===== src/rtl/ring_irq_pkg.sv =====
package ring_irq_pkg;

    localparam int WORD_W = 32;

    typedef enum logic [1:0] {
        ST_ARMED = 2'd0,
        ST_FIRE  = 2'd1,
        ST_DRAIN = 2'd2
    } rearm_state_t;

    function automatic int words_for(input int nbits);
        return (nbits + WORD_W - 1) / WORD_W;
    endfunction

endpackage


===== src/rtl/ring_irq_event_store.sv =====
module ring_irq_event_store
    import ring_irq_pkg::*;
#(
    parameter int NUM_CH    = 20,
    parameter int NUM_WORDS = words_for(3 * NUM_CH)
) (
    input  logic                          clk,
    input  logic                          rst_n,
    input  logic [NUM_CH-1:0]             ev_tx,
    input  logic [NUM_CH-1:0]             ev_rx,
    input  logic [NUM_CH-1:0]             ev_ovf,
    input  logic [NUM_WORDS-1:0]          clr_word,
    output logic [NUM_WORDS*WORD_W-1:0]   pend_flat
);

    localparam int FLAT_W = 3 * NUM_CH;
    localparam int PAD_W  = NUM_WORDS * WORD_W - FLAT_W;

    logic [FLAT_W-1:0] ev_flat;
    logic [FLAT_W-1:0] clr_flat;
    logic [FLAT_W-1:0] pend_q;

    // transmit occupies the low bits, then receive, then overflow
    assign ev_flat = {ev_ovf, ev_rx, ev_tx};

    for (genvar k = 0; k < FLAT_W; k++) begin : g_clr
        assign clr_flat[k] = clr_word[k / WORD_W];
    end

    // clear first, then merge, so a same-cycle event survives the read
    always_ff @(posedge clk or negedge rst_n) begin
        if (!rst_n) pend_q <= '0;
        else        pend_q <= (pend_q & ~clr_flat) | ev_flat;
    end

    if (PAD_W > 0) begin : g_pad
        assign pend_flat = {{PAD_W{1'b0}}, pend_q};
    end else begin : g_nopad
        assign pend_flat = pend_q;
    end

endmodule


===== src/rtl/ring_irq_enable_regs.sv =====
module ring_irq_enable_regs
    import ring_irq_pkg::*;
#(
    parameter int NUM_CH    = 20,
    parameter int NUM_WORDS = words_for(2 * NUM_CH)
) (
    input  logic                          clk,
    input  logic                          rst_n,
    input  logic [NUM_WORDS-1:0]          wr_word,
    input  logic [WORD_W-1:0]             wdata,
    output logic [NUM_CH-1:0]             en_rx,
    output logic [NUM_CH-1:0]             en_tx,
    output logic [NUM_WORDS*WORD_W-1:0]   en_flat
);

    localparam int FLAT_W = 2 * NUM_CH;
    localparam int PAD_W  = NUM_WORDS * WORD_W - FLAT_W;

    logic [FLAT_W-1:0] wr_flat;
    logic [FLAT_W-1:0] wd_flat;
    logic [FLAT_W-1:0] en_q;

    for (genvar k = 0; k < FLAT_W; k++) begin : g_map
        assign wr_flat[k] = wr_word[k / WORD_W];
        assign wd_flat[k] = wdata[k % WORD_W];
    end

    always_ff @(posedge clk or negedge rst_n) begin
        if (!rst_n) en_q <= '0;
        else        en_q <= (en_q & ~wr_flat) | (wd_flat & wr_flat);
    end

    // receive enables first, transmit enables above them
    assign en_rx = en_q[NUM_CH-1:0];
    assign en_tx = en_q[FLAT_W-1:NUM_CH];

    if (PAD_W > 0) begin : g_pad
        assign en_flat = {{PAD_W{1'b0}}, en_q};
    end else begin : g_nopad
        assign en_flat = en_q;
    end

endmodule


===== src/rtl/ring_irq_rearm_fsm.sv =====
module ring_irq_rearm_fsm
    import ring_irq_pkg::*;
#(
    parameter int NUM_WORDS = 2
) (
    input  logic                  clk,
    input  logic                  rst_n,
    input  logic                  hit,
    input  logic [NUM_WORDS-1:0]  rd_word,
    output logic                  irq,
    output rearm_state_t          state_o
);

    rearm_state_t         state_q, state_d;
    logic [NUM_WORDS-1:0] seen_q, seen_d;
    logic                 any_rd;

    assign any_rd  = |rd_word;
    assign state_o = state_q;

    // next-state logic
    always_comb begin
        state_d = state_q;
        seen_d  = seen_q;
        unique case (state_q)
            ST_ARMED: begin
                seen_d = '0;
                if (hit) state_d = ST_FIRE;
            end
            ST_FIRE: begin
                if (any_rd) begin
                    seen_d  = rd_word;
                    state_d = (&rd_word) ? ST_ARMED : ST_DRAIN;
                end else if (!hit) begin
                    state_d = ST_ARMED;
                end
            end
            ST_DRAIN: begin
                seen_d = seen_q | rd_word;
                if (&seen_d) state_d = ST_ARMED;
            end
            default: begin
                state_d = ST_ARMED;
                seen_d  = '0;
            end
        endcase
    end

    // state register
    always_ff @(posedge clk or negedge rst_n) begin
        if (!rst_n) begin
            state_q <= ST_ARMED;
            seen_q  <= '0;
        end else begin
            state_q <= state_d;
            seen_q  <= seen_d;
        end
    end

    // output register
    always_ff @(posedge clk or negedge rst_n) begin
        if (!rst_n) irq <= 1'b0;
        else        irq <= (state_d == ST_FIRE);
    end

endmodule


===== src/rtl/ring_irq_ctrl.sv =====
module ring_irq_ctrl
    import ring_irq_pkg::*;
#(
    parameter int NUM_CH    = 20,
    parameter int ADDR_W    = 6,
    parameter int STAT_BASE = 0,
    parameter int EN_BASE   = 16,
    parameter int CAP_ADDR  = 32
) (
    input  logic                clk,
    input  logic                rst_n,
    input  logic [NUM_CH-1:0]   ev_tx,
    input  logic [NUM_CH-1:0]   ev_rx,
    input  logic [NUM_CH-1:0]   ev_ovf,
    input  logic                reg_rd,
    input  logic                reg_wr,
    input  logic [ADDR_W-1:0]   reg_addr,
    input  logic [31:0]         reg_wdata,
    output logic [31:0]         reg_rdata,
    output logic                irq
);

    localparam int NS = words_for(3 * NUM_CH);
    localparam int NE = words_for(2 * NUM_CH);
    localparam logic [31:0] CAP_WORD = 32'(NUM_CH) & 32'h0000_07FF;

    logic [NS-1:0]        stat_rd_word;
    logic [NE-1:0]        en_wr_word;
    logic [NS*WORD_W-1:0] pend_flat;
    logic [NE*WORD_W-1:0] en_flat;
    logic [NUM_CH-1:0]    en_rx, en_tx;
    logic [NUM_CH-1:0]    pend_tx, pend_rx, pend_ovf;
    logic                 hit;
    logic [31:0]          rd_mux;
    rearm_state_t         fsm_state;

    // address decode
    for (genvar w = 0; w < NS; w++) begin : g_sdec
        assign stat_rd_word[w] = reg_rd && (reg_addr == ADDR_W'(STAT_BASE + w));
    end
    for (genvar e = 0; e < NE; e++) begin : g_edec
        assign en_wr_word[e] = reg_wr && (reg_addr == ADDR_W'(EN_BASE + e));
    end

    ring_irq_event_store #(.NUM_CH(NUM_CH), .NUM_WORDS(NS)) u_store (
        .clk      (clk),
        .rst_n    (rst_n),
        .ev_tx    (ev_tx),
        .ev_rx    (ev_rx),
        .ev_ovf   (ev_ovf),
        .clr_word (stat_rd_word),
        .pend_flat(pend_flat)
    );

    ring_irq_enable_regs #(.NUM_CH(NUM_CH), .NUM_WORDS(NE)) u_enable (
        .clk    (clk),
        .rst_n  (rst_n),
        .wr_word(en_wr_word),
        .wdata  (reg_wdata),
        .en_rx  (en_rx),
        .en_tx  (en_tx),
        .en_flat(en_flat)
    );

    assign pend_tx  = pend_flat[NUM_CH-1:0];
    assign pend_rx  = pend_flat[2*NUM_CH-1:NUM_CH];
    assign pend_ovf = pend_flat[3*NUM_CH-1:2*NUM_CH];

    // overflow shares the receive mask
    assign hit = |(pend_tx & en_tx) | |(pend_rx & en_rx) | |(pend_ovf & en_rx);

    ring_irq_rearm_fsm #(.NUM_WORDS(NS)) u_fsm (
        .clk    (clk),
        .rst_n  (rst_n),
        .hit    (hit),
        .rd_word(stat_rd_word),
        .irq    (irq),
        .state_o(fsm_state)
    );

    // read multiplexer
    always_comb begin
        rd_mux = '0;
        for (int w = 0; w < NS; w++) begin
            if (reg_addr == ADDR_W'(STAT_BASE + w)) rd_mux = pend_flat[w*WORD_W +: WORD_W];
        end
        for (int e = 0; e < NE; e++) begin
            if (reg_addr == ADDR_W'(EN_BASE + e)) rd_mux = en_flat[e*WORD_W +: WORD_W];
        end
        if (reg_addr == ADDR_W'(CAP_ADDR)) rd_mux = CAP_WORD;
    end

    always_ff @(posedge clk or negedge rst_n) begin
        if (!rst_n)      reg_rdata <= '0;
        else if (reg_rd) reg_rdata <= rd_mux;
    end

endmodule


===== config.mk =====
export PLATFORM = sky130hd
export DESIGN_NAME = ring_irq_ctrl
export DESIGN_NICKNAME = d
export VERILOG_FILES = /design/src/rtl/ring_irq_pkg.sv /design/src/rtl/ring_irq_event_store.sv /design/src/rtl/ring_irq_enable_regs.sv /design/src/rtl/ring_irq_rearm_fsm.sv /design/src/rtl/ring_irq_ctrl.sv
export SDC_FILE = /design/constraint.sdc
export NUM_CORES = 1
export LEC_CHECK = 0
export BUFFER_PORTS_ARGS = -buffer_cell sky130_fd_sc_hd__buf_2
export CAP_MARGIN = 10
export CORE_MARGIN = 2
export CORE_UTILIZATION = 50
export CTS_CLUSTER_SIZE = 24
export DETAILED_ROUTE_END_ITERATION = 8
export PLACE_DENSITY = 0.76
export SLEW_MARGIN = 30
export SYNTH_ARGS = -nofsm -noshare
export SYNTH_HDL_FRONTEND = slang
export SYNTH_HIERARCHICAL = 1
export SYNTH_SLANG_ARGS = --single-unit

===== constraint.sdc =====
create_clock -name clk -period 2.15 [get_ports clk]
set_clock_uncertainty 0.05 [all_clocks]
set_input_delay 0.1075 -clock clk [delete_from_list [all_inputs] [get_ports clk]]
set_output_delay 0.1075 -clock clk [all_outputs]
set_load 0.005 [all_outputs]

# Word level (Yosys, flattened, before mapping)
# Index checks and enable logic that the tools add are counted.
[classes]
n_eq_ne = 8
n_mux = 13
n_bitwise = 13
reduce_logical = 12
[ops]
columns = ["op", "count"]
rows = [
  ["two-way mux 32 bit", 5],
  ["bitwise AND 40 bit", 2],
  ["bitwise AND 20 bit", 3],
  ["bitwise AND 60 bit", 1],
  ["inverter 60 bit", 1],
  ["OR 60 bit", 1],
  ["OR reduction 20 bit", 3],
  ["inverter 40 bit", 1],
  ["OR 40 bit", 1],
  ["equality test 6 x 5 -> 1 bit (second input constant)", 2],
  ["two-way mux 2 bit", 6],
  ["equality test 6 x 1 -> 1 bit (second input constant)", 1],
  ["equality test 6 bit (second input constant)", 1],
  ["logical NOT 6 bit", 1],
  ["case mux 2 bit (3 select lines)", 1],
  ["equality test 2 x 1 -> 1 bit (second input constant)", 2],
  ["logical AND 1 bit", 4],
  ["case mux 2 bit (2 select lines)", 1],
  ["AND reduction 2 bit", 2],
  ["equality test 2 bit (second input constant)", 1],
  ["logical NOT 2 bit", 1],
  ["!= test 2 x 1 -> 1 bit (second input constant)", 1],
  ["OR 1 bit", 2],
  ["OR 2 bit", 1],
  ["OR reduction 2 bit", 1],
]
[totals]
reg_bits = 137
out_inout_bits = 33
elab_cells = 52

# Logic depth before layout (Yosys ltp)
# Gate-level depths: netlist of run 1.
[logic_depth]
word_depth = 8
depth_mapped = 9

# By module
# The synthesis of run 1 kept the hierarchy.
[modules_own_cells]
columns = ["module", "instances", "cells_each", "area_per_inst_um2", "seq_area_each_um2"]
rows = [
  ["ring_irq_ctrl", 1, 267, 2438.6, 800.8],
  ["ring_irq_enable_regs", 1, 150, 2124.5, 1001.0],
  ["ring_irq_event_store", 1, 132, 2059.5, 1501.4],
  ["ring_irq_rearm_fsm", 1, 31, 316.6, 125.1],
]

# Worst setup path before layout of run 1
# OpenSTA, ideal clock, no wires.
[synth_path]
path_type = "flip-flop to flip-flop"
from = "reg (tool-made name)"
to = "reg u_fsm.state_q[1] (netlist: u_fsm/state_o[1])"
setup_time_ps = 118
arrival_ps = 2171
required_ps = 1982
path_slack_ps = -189
stages_incl_launch_ff = 10
cell_sequence = "dfrtp_1 buf_4 a22o_1 a221oi_1 nand4_1 or4_1 a211oi_1 a21o_2 o221ai_1 and2b_1"
[synth_rtl]
columns = ["element", "line_no", "text"]
rows = [
  ["end signal: assignment", "ring_irq_rearm_fsm.sv:55", "state_q <= state_d;"],
  ["end: declaration", "ring_irq_rearm_fsm.sv:14", "rearm_state_t state_q, state_d;"],
]

==> results of run 1 <==
worst paths after layout:
| check | endpoint | slack, ps | cells past startpoint |
|---|---|---|---|
| worst max-delay path | u_fsm/state_o[1]$_DFF_PN0_ | -210 | 7 |
| worst min-delay path | flop | 180 | 3 |
| worst max register to register | u_fsm/state_o[1]$_DFF_PN0_ | -210 | 7 |
| worst min register to register | reg_rdata[29]$_DFFE_PN0P_ | 480 | 2 |
| max in group asynchronous | u_store/pend_q[22]$_DFF_PN0_ | 1140 | 3 |
| min in group asynchronous | async pin | 190 | 2 |
cells in the mapped netlist (6+ instances only):
master	instances
buf_2	9
o22ai_1	31
a21o_2	9
o32ai_1	22
a22o_1	10
buf_4	71
a21o_1	54
clkbuf_1	10
mux2_2	36
buf_6	6
nor2_1	33
a221oi_1	6
inv_1	37
mux2_4	30
o32ai_2	8
o21ai_0	9
dfrtp_1	137
worst min-delay path, cell delays in order:
cell    delay [ps]
buf_2           90
and3_2         240
mux2_4         170
layer usage:
layer	vias up	share of wire (%)	global-route usage, %
met3	79	6.2	5.43
met5	-	0	0
met1	2874	40	39.9
met2	331	49	51.6
met4	0	5.1	17.0
li1	2522	-	-
kinds of logic after synthesis:
| logic type | after synthesis | synth area share (%) |
|---|---|---|
| buf+inv | 138 | 12.8 |
| flops | 137 | 49.4 |
| other cells | 2 | 0.108 |
| fa+ha+maj | 4 | 0.721 |
| simple gates | 57 | 3.95 |
| compound gates | 170 | 19.7 |
| mux | 72 | 13.3 |
report_power, final:
part	leakage [nW]	switching [mW]	total, mW	internal [mW]
Combinational	2.34	0.510	1.13	0.624
Sequential	1.56	0.151	2.88	2.73
Clock	0.262	1.01	2.66	1.65
Total	4.17	1.68	6.68	5.00
repair_timing:
| item | CTS | global route |
|---|---|---|
| buffers inserted | 1 | 1 |
| hold endpoints to repair | 155 | 0 |
| gates resized for setup | 3 | 1 |
| pin swaps | 1 | 1 |
| hold buffers | 94 | 0 |
| endpoints found under the setup margin | 2 | 3 |
metrics by stage:
| step | setup WS [ps] | util, % | hold WS [ps] | total power, mW | instance area, um^2 |
|---|---|---|---|---|---|
| after detailed placement | -201 | 57.5 | 67.5 | 3.86 | 7890 |
| after global placement | -107 | 57.5 | 65.7 | 3.83 | 7890 |
| after floorplan | -61.9 | - | -238 | 3.56 | 7080 |
| final | -208 | 68.4 | 177 | 6.68 | 9390 |
| after CTS | -157 | 68.4 | 165 | 6.66 | 9380 |
| after global routing | -267 | 68.4 | 190 | 6.90 | 9390 |
area by class of cell:
| cell class | count | area [um^2] | area share, % |
|---|---|---|---|
| sequential | 137 | 3430 | 36.5 |
| multi-input combinational | 331 | 2780 | 29.6 |
| timing repair buffer | 313 | 2280 | 24.3 |
| clock buffer | 24 | 482 | 5.13 |
| tap | 180 | 225 | 2.40 |
| inverter | 39 | 146 | 1.56 |
| clock inverter | 4 | 45.0 | 0.480 |
==> impl_results.md, run 1 <==
* GRT Util Overall at 31.5%
* Port bufs at 134
* Arrival time worst endpoint at 2610 ps
* Gr ovfl total at 0
* Initial antenna violation count at 0
* Fmax achieved at 424 MHz
* Core Footprint at 13,700 um^2
* Yosys cell types at 47
* DRT iter0 DRCs at 478
* Longest Clk Path Bufs at 2
* Pwr Density at 711 nW/um^2
* Routed Antenna Nets at 0
* Vias at 5,806
* CTS root buf: clkbuf_16
* Family with the most delay on the worst path: simple AND/OR/NAND/NOR gates
* Initial Utilization at 50.6%
* Mapped Area at 6940 um^2
* Commonest non-fill, non-tap cell in the layout: dfrtp_1
* Placed insts at 904
* Slew Viols, Final at 0
* Post-layout net count at 945
* Endpoints failing setup at 3
* Area growth syn-to-layout at 35.3%
* Sum Neg Setup Slack at -388 ps
* Hold Fails Final Rpt at 0
* Worst EP required at 2400 ps
* DP HPWL at 14.8 mm
* Worst-path clk slew at 50 ps
* Number of synthesized flops with an enable pin at 0
* Top-area cell type share of the netlist area at 49.4%
* Final std cells w/o fill at 1,028
* Max incr delay on CP at 580 ps
* Cells along the critical path: a221oi_2, nand4_1, or4_4, a211oi_2, a21o_2, o221ai_2, and2b_1
* Critical path type: flop to flop
* Outcome: finished with violations
* Setup ws final at -208 ps
* Worst IR Drop VDD at 0.000545 V
* CP max FO at 4
* Ys Warns at 6
* Transition time of the tightest slew-check pin at 724 ps
* DIE AREA at 14,800 um^2
* Register bit total from synthesis at 137
* H-tree depth at 4
* Sequential cell area fraction in the yosys report at 49.4%
* Avg WL per Cell at 21.8 um
* Commonest cells after routing, fill and taps aside: 136 x dfrtp_1, 133 x buf_2, 94 x dlygate4sd3_1
* Failing checks: setup timing
* Drc violations at 0
* ANT cells at 0
* Crit-path slowest cell: or4_4
* Pin count of the biggest net entering global routing at 58
* Synth top area cells: dfrtp_1 49%, buf_4 7.7%, mux2_4 6.5%
* Fillcell total at 976
* Clk Latency, worst-skew pair at 420 ps
* Area leader, netlist: dfrtp_1
* Die Width at 122 um
* Worst Path Buf+Inv at 0
* Drt pass-1 iters at 5
* Gpl congestion at 0.892
* Hold Path Origin: reg_wr
* RSZ-0062 raised after global routing: yes
* Period utilisation layout at 110%
* Routed Wire Length at 22.4 mm
* Vias in the first global route at 6,048
* Ports at 135
* Min Clock Period, post-route at 2360 ps
* CTS tree: yes
* Cells after synthesis at 580
* Slew headroom at 51.6%
* Syn Area/Cell at 12.0 um^2
* Top_reg_cell synth: dfrtp_1
* CP Capture Type: flop
* Routed vias/inst at 5.65
* Placement Rows at 43
* Max-cap viol count at 0
* Leakage Power at 4.17 nW
* Die Ht at 122 um
* Critical Path Start Type: flop
* Sink Count at 137
* CTS buffer count at 17
* Worst min-delay path class: input port to flop
* First-pass GRT wire length at 34.3 mm
* Asr flop ratio synth at 100%
* Layout cells sized above 1 at 40.8%
(Power assumes the default switching activity.)
==> inputs of run 2 (changes only) <==
--- a/config.mk
+++ b/config.mk
@@ -5,13 +5,14 @@
 export SDC_FILE = /design/constraint.sdc
 export NUM_CORES = 1
 export LEC_CHECK = 0
+export ABC_AREA = 1
 export BUFFER_PORTS_ARGS = -buffer_cell sky130_fd_sc_hd__buf_2
 export CAP_MARGIN = 10
 export CORE_MARGIN = 2
-export CORE_UTILIZATION = 50
+export CORE_UTILIZATION = 52
 export CTS_CLUSTER_SIZE = 24
 export DETAILED_ROUTE_END_ITERATION = 8
-export PLACE_DENSITY = 0.76
+export PLACE_DENSITY = 0.78
 export SLEW_MARGIN = 30
 export SYNTH_ARGS = -nofsm -noshare
 export SYNTH_HDL_FRONTEND = slang
==> run 2 against run 1 <==
Net effect:
- the flow now finishes without violations
- utilization is 3.8 points lower
- clock power is 6% higher
- sequential share of layout area is 1.4 points lower
- first-iteration DRC count is 85% higher
- register-to-register slack better by 640 ps
- non-clock buffer count is 73 lower
- flip-flop and latch count stayed put
- critical path type is now input port to flop
==> impl_results.md, run 2 <==
* Cells on Worst Hold Path at 5 (was 3)
* Min Clock Period, post-route at 1800 ps (was 2360 ps)
* Commonest non-fill, non-tap cell in the layout: nand2_1 (was dfrtp_1)
* Tot Pwr at 6.69 mW (was 6.68 mW)
* Die Ht at 128 um (was 122 um)
* ANT cells at 0 (unchanged)
* Leakage Power at 6.10 nW (was 4.17 nW)
* Area leader, netlist: dfrtp_1 (unchanged)
* Mapped Area at 7950 um^2 (was 6940 um^2)
* CTS hold repair buffers at 94 (unchanged)
* Layout cells sized above 1 at 16.3% (was 40.8%)
* First-pass GRT wire length at 37.9 mm (was 34.3 mm)
* Commonest cells after routing, fill and taps aside: 432 x nand2_1, 234 x nor2_1, 167 x inv_1 (was 136 x dfrtp_1, 133 x buf_2, 94 x dlygate4sd3_1)
* Cell with the most instances after synthesis: nand2_1 (was dfrtp_1)
* Initial Utilization at 52.7% (was 50.6%)
* Routed Wire Length at 24.3 mm (was 22.4 mm)
* Worst setup startpoint: reg_rd
* Slew Viols, Final at 0 (unchanged)
* Avg WL per Cell at 15.8 um (was 21.8 um)
* PostCTS Resize Cnt at 0 (was 3)
* Worst-path clk slew at 60 ps (was 50 ps)
* Vias at 7,536 (was 5,806)
* DIE AREA at 16,300 um^2 (was 14,800 um^2)
* Fmax achieved at 555 MHz (was 424 MHz)
* Hold Path Origin: reg_wr (unchanged)
* Number of synthesized flops with an enable pin at 0 (unchanged)
* Final std cells w/o fill at 1,532 (was 1,028)
* GRT Util Overall at 30.9% (was 31.5%)
* Port bufs at 134 (unchanged)
* Sequential cell area fraction in the yosys report at 43.1% (was 49.4%)
* CP Capture Type: flop (unchanged)
* Setup ws final at 348 ps (was -208 ps)
* Outcome: finished clean (was finished with violations)
* Asr flop ratio synth at 100% (unchanged)
* CTS tree: yes (unchanged)
* Reg-to-reg slack, setup at 430 ps (was -210 ps)
* CTS root buf: clkbuf_16 (unchanged)
* Cells after synthesis at 1,149 (was 580)
* Drc violations at 0 (unchanged)
* Pin count of the biggest net entering global routing at 66 (was 58)
* Worst min-delay path class: input port to flop (unchanged)
* Routed vias/inst at 4.92 (was 5.65)
* Placed insts at 1,406 (was 904)
* Drt pass-1 iters at 7 (was 5)
* CP max FO at 16 (was 4)
* Gr ovfl total at 0 (unchanged)
* Pwr Density at 685 nW/um^2 (was 711 nW/um^2)
* Worst IR Drop VDD at 0.000619 V (was 0.000545 V)
* Period utilisation layout at 83.8% (was 110%)
* Gpl congestion at 0.907 (was 0.892)
* Critical path type: input port to flop (was flop to flop)
* Fillcell total at 1,229 (was 976)
* Post-layout net count at 1,437 (was 945)
* Postcts setup bufs at 0 (was 1)
* Longest Clk Path Bufs at 2 (unchanged)
* Initial antenna violation count at 0 (unchanged)
* Core Footprint at 15,100 um^2 (was 13,700 um^2)
* Ports at 135 (unchanged)
* Critical Path Start Type: input port (was flop)
* Sum Neg Setup Slack at 0 ps (was -388 ps)
* Commonest cells in the netlist: 432 x nand2_1, 235 x nor2_1, 167 x inv_1 (was 137 x dfrtp_1, 71 x buf_4, 54 x a21o_1)
* Endpoints failing setup at 0 (was 3)
* Worst EP required at 2420 ps (was 2400 ps)
* RSZ-0062 raised after global routing: no (was yes)
* Slew headroom at 56.7% (was 51.6%)
* Yosys cell types at 28 (was 47)
* DRT iter0 DRCs at 883 (was 478)
* Reg2reg path depth at 11 (was 7)
* Die Width at 128 um (was 122 um)
* Arrival time worst endpoint at 2080 ps (was 2610 ps)
* Register bit total from synthesis at 137 (unchanged)
* Clk Latency, worst-skew pair at 430 ps (was 420 ps)
* Pre-CTS WS at 450 ps (was -201 ps)
* Sink Count at 137 (unchanged)
* Ys Warns at 6 (unchanged)
* CTS buffer count at 17 (unchanged)
* Hold Fails Final Rpt at 0 (unchanged)
* Vias in the first global route at 7,370 (was 6,048)
* Synth top area cells: dfrtp_1 43%, nand2_1 20%, nor2_1 11% (was dfrtp_1 49%, buf_4 7.7%, mux2_4 6.5%)
* DP HPWL at 15.5 mm (was 14.8 mm)
* Placement Rows at 45 (was 43)
* Routed Antenna Nets at 0 (unchanged)
* Max-cap viol count at 0 (unchanged)
* Top_reg_cell synth: dfrtp_1 (unchanged)
* Syn Area/Cell at 6.92 um^2 (was 12.0 um^2)
* Reg-to-Reg End: u_fsm/irq$_DFF_PN0_ (was u_fsm/state_o[1]$_DFF_PN0_)
* Finished Cell Area at 9760 um^2 (was 9390 um^2)
* Top-area cell type share of the netlist area at 43.1% (was 49.4%)
* Area after DPL at 8260 um^2 (was 7890 um^2)
* Area growth syn-to-layout at 22.7% (was 35.3%)
* H-tree depth at 4 (unchanged)
* Transition time of the tightest slew-check pin at 650 ps (was 724 ps)
-- run 2: logic make-up (layout without fill, tap and decap cells) --
| group | Yosys count | after routing | share of synthesized area (%) |
|---|---|---|---|
| DFF | 137 | 137 | 43.1 |
| adders and majority gates | 4 | 4 | 0.629 |
| and+or+nand+nor | 724 | 724 | 36.7 |
| AOI/OAI and AO/OA | 6 | 6 | 0.551 |
| buffers and inverters | 276 | 445 | 19.0 |
| other | 2 | 28 | 0.0944 |
-- run 2: layout make-up --
| cell class | count | area [um^2] | share of cell area, % |
|---|---|---|---|
| clock buffers | 19 | 433 | 4.43 |
| clock inverters | 13 | 130 | 1.33 |
| inverters | 173 | 661 | 6.77 |
| multi-input cells | 762 | 3120 | 31.9 |
| flip-flops and latches | 137 | 3430 | 35.1 |
| well taps | 188 | 235 | 2.41 |
| repair buffers | 240 | 1760 | 18.0 |
-- run 2: per-stage QoR --
stage	util, %	hold slack [ps]
floorplan	-	-238
global placement	54.7	107
detailed placement	54.7	113
CTS	64.7	88.1
global route	64.7	119
finish	64.7	109
-- run 2: worst max-delay path by stage --
stage	to	slack, ps	depth (start not counted)
floorplan	u_fsm/irq$_DFF_PN0_	600	12
global placement	u_fsm/irq$_DFF_PN0_	470	11
detailed placement	u_fsm/irq$_DFF_PN0_	450	11
CTS	u_fsm/seen_q[1]$_DFFE_PN0P_	390	8
global route	u_fsm/irq$_DFF_PN0_	200	11
finish	u_fsm/seen_q[1]$_DFFE_PN0P_	350	8
-- run 2: per-layer routing --
metal	GRT usage [%]	part of all wire, %	routed length (um)	vias to the layer above
met5	0	0	0	-
met4	14.1	4.1	1000	0
met3	7.05	10	2420	90
met2	50.6	47	11500	486
met1	39.2	39	9370	3366
li1	-	-	-	3594
-- run 2: power breakdown --
part	leakage [nW]	switching, mW	internal [mW]
logic	4.26	0.535	0.435
registers	1.57	0.174	2.73
clock network	0.272	1.13	1.69
-- run 2: critical path, cell delays in order --
cell	delay, ps
dlygate4sd3_1	530
buf_2	160
inv_1	250
nor2_1	490
nor2_2	100
nand2_1	140
nand2_1	100
o22ai_1	200
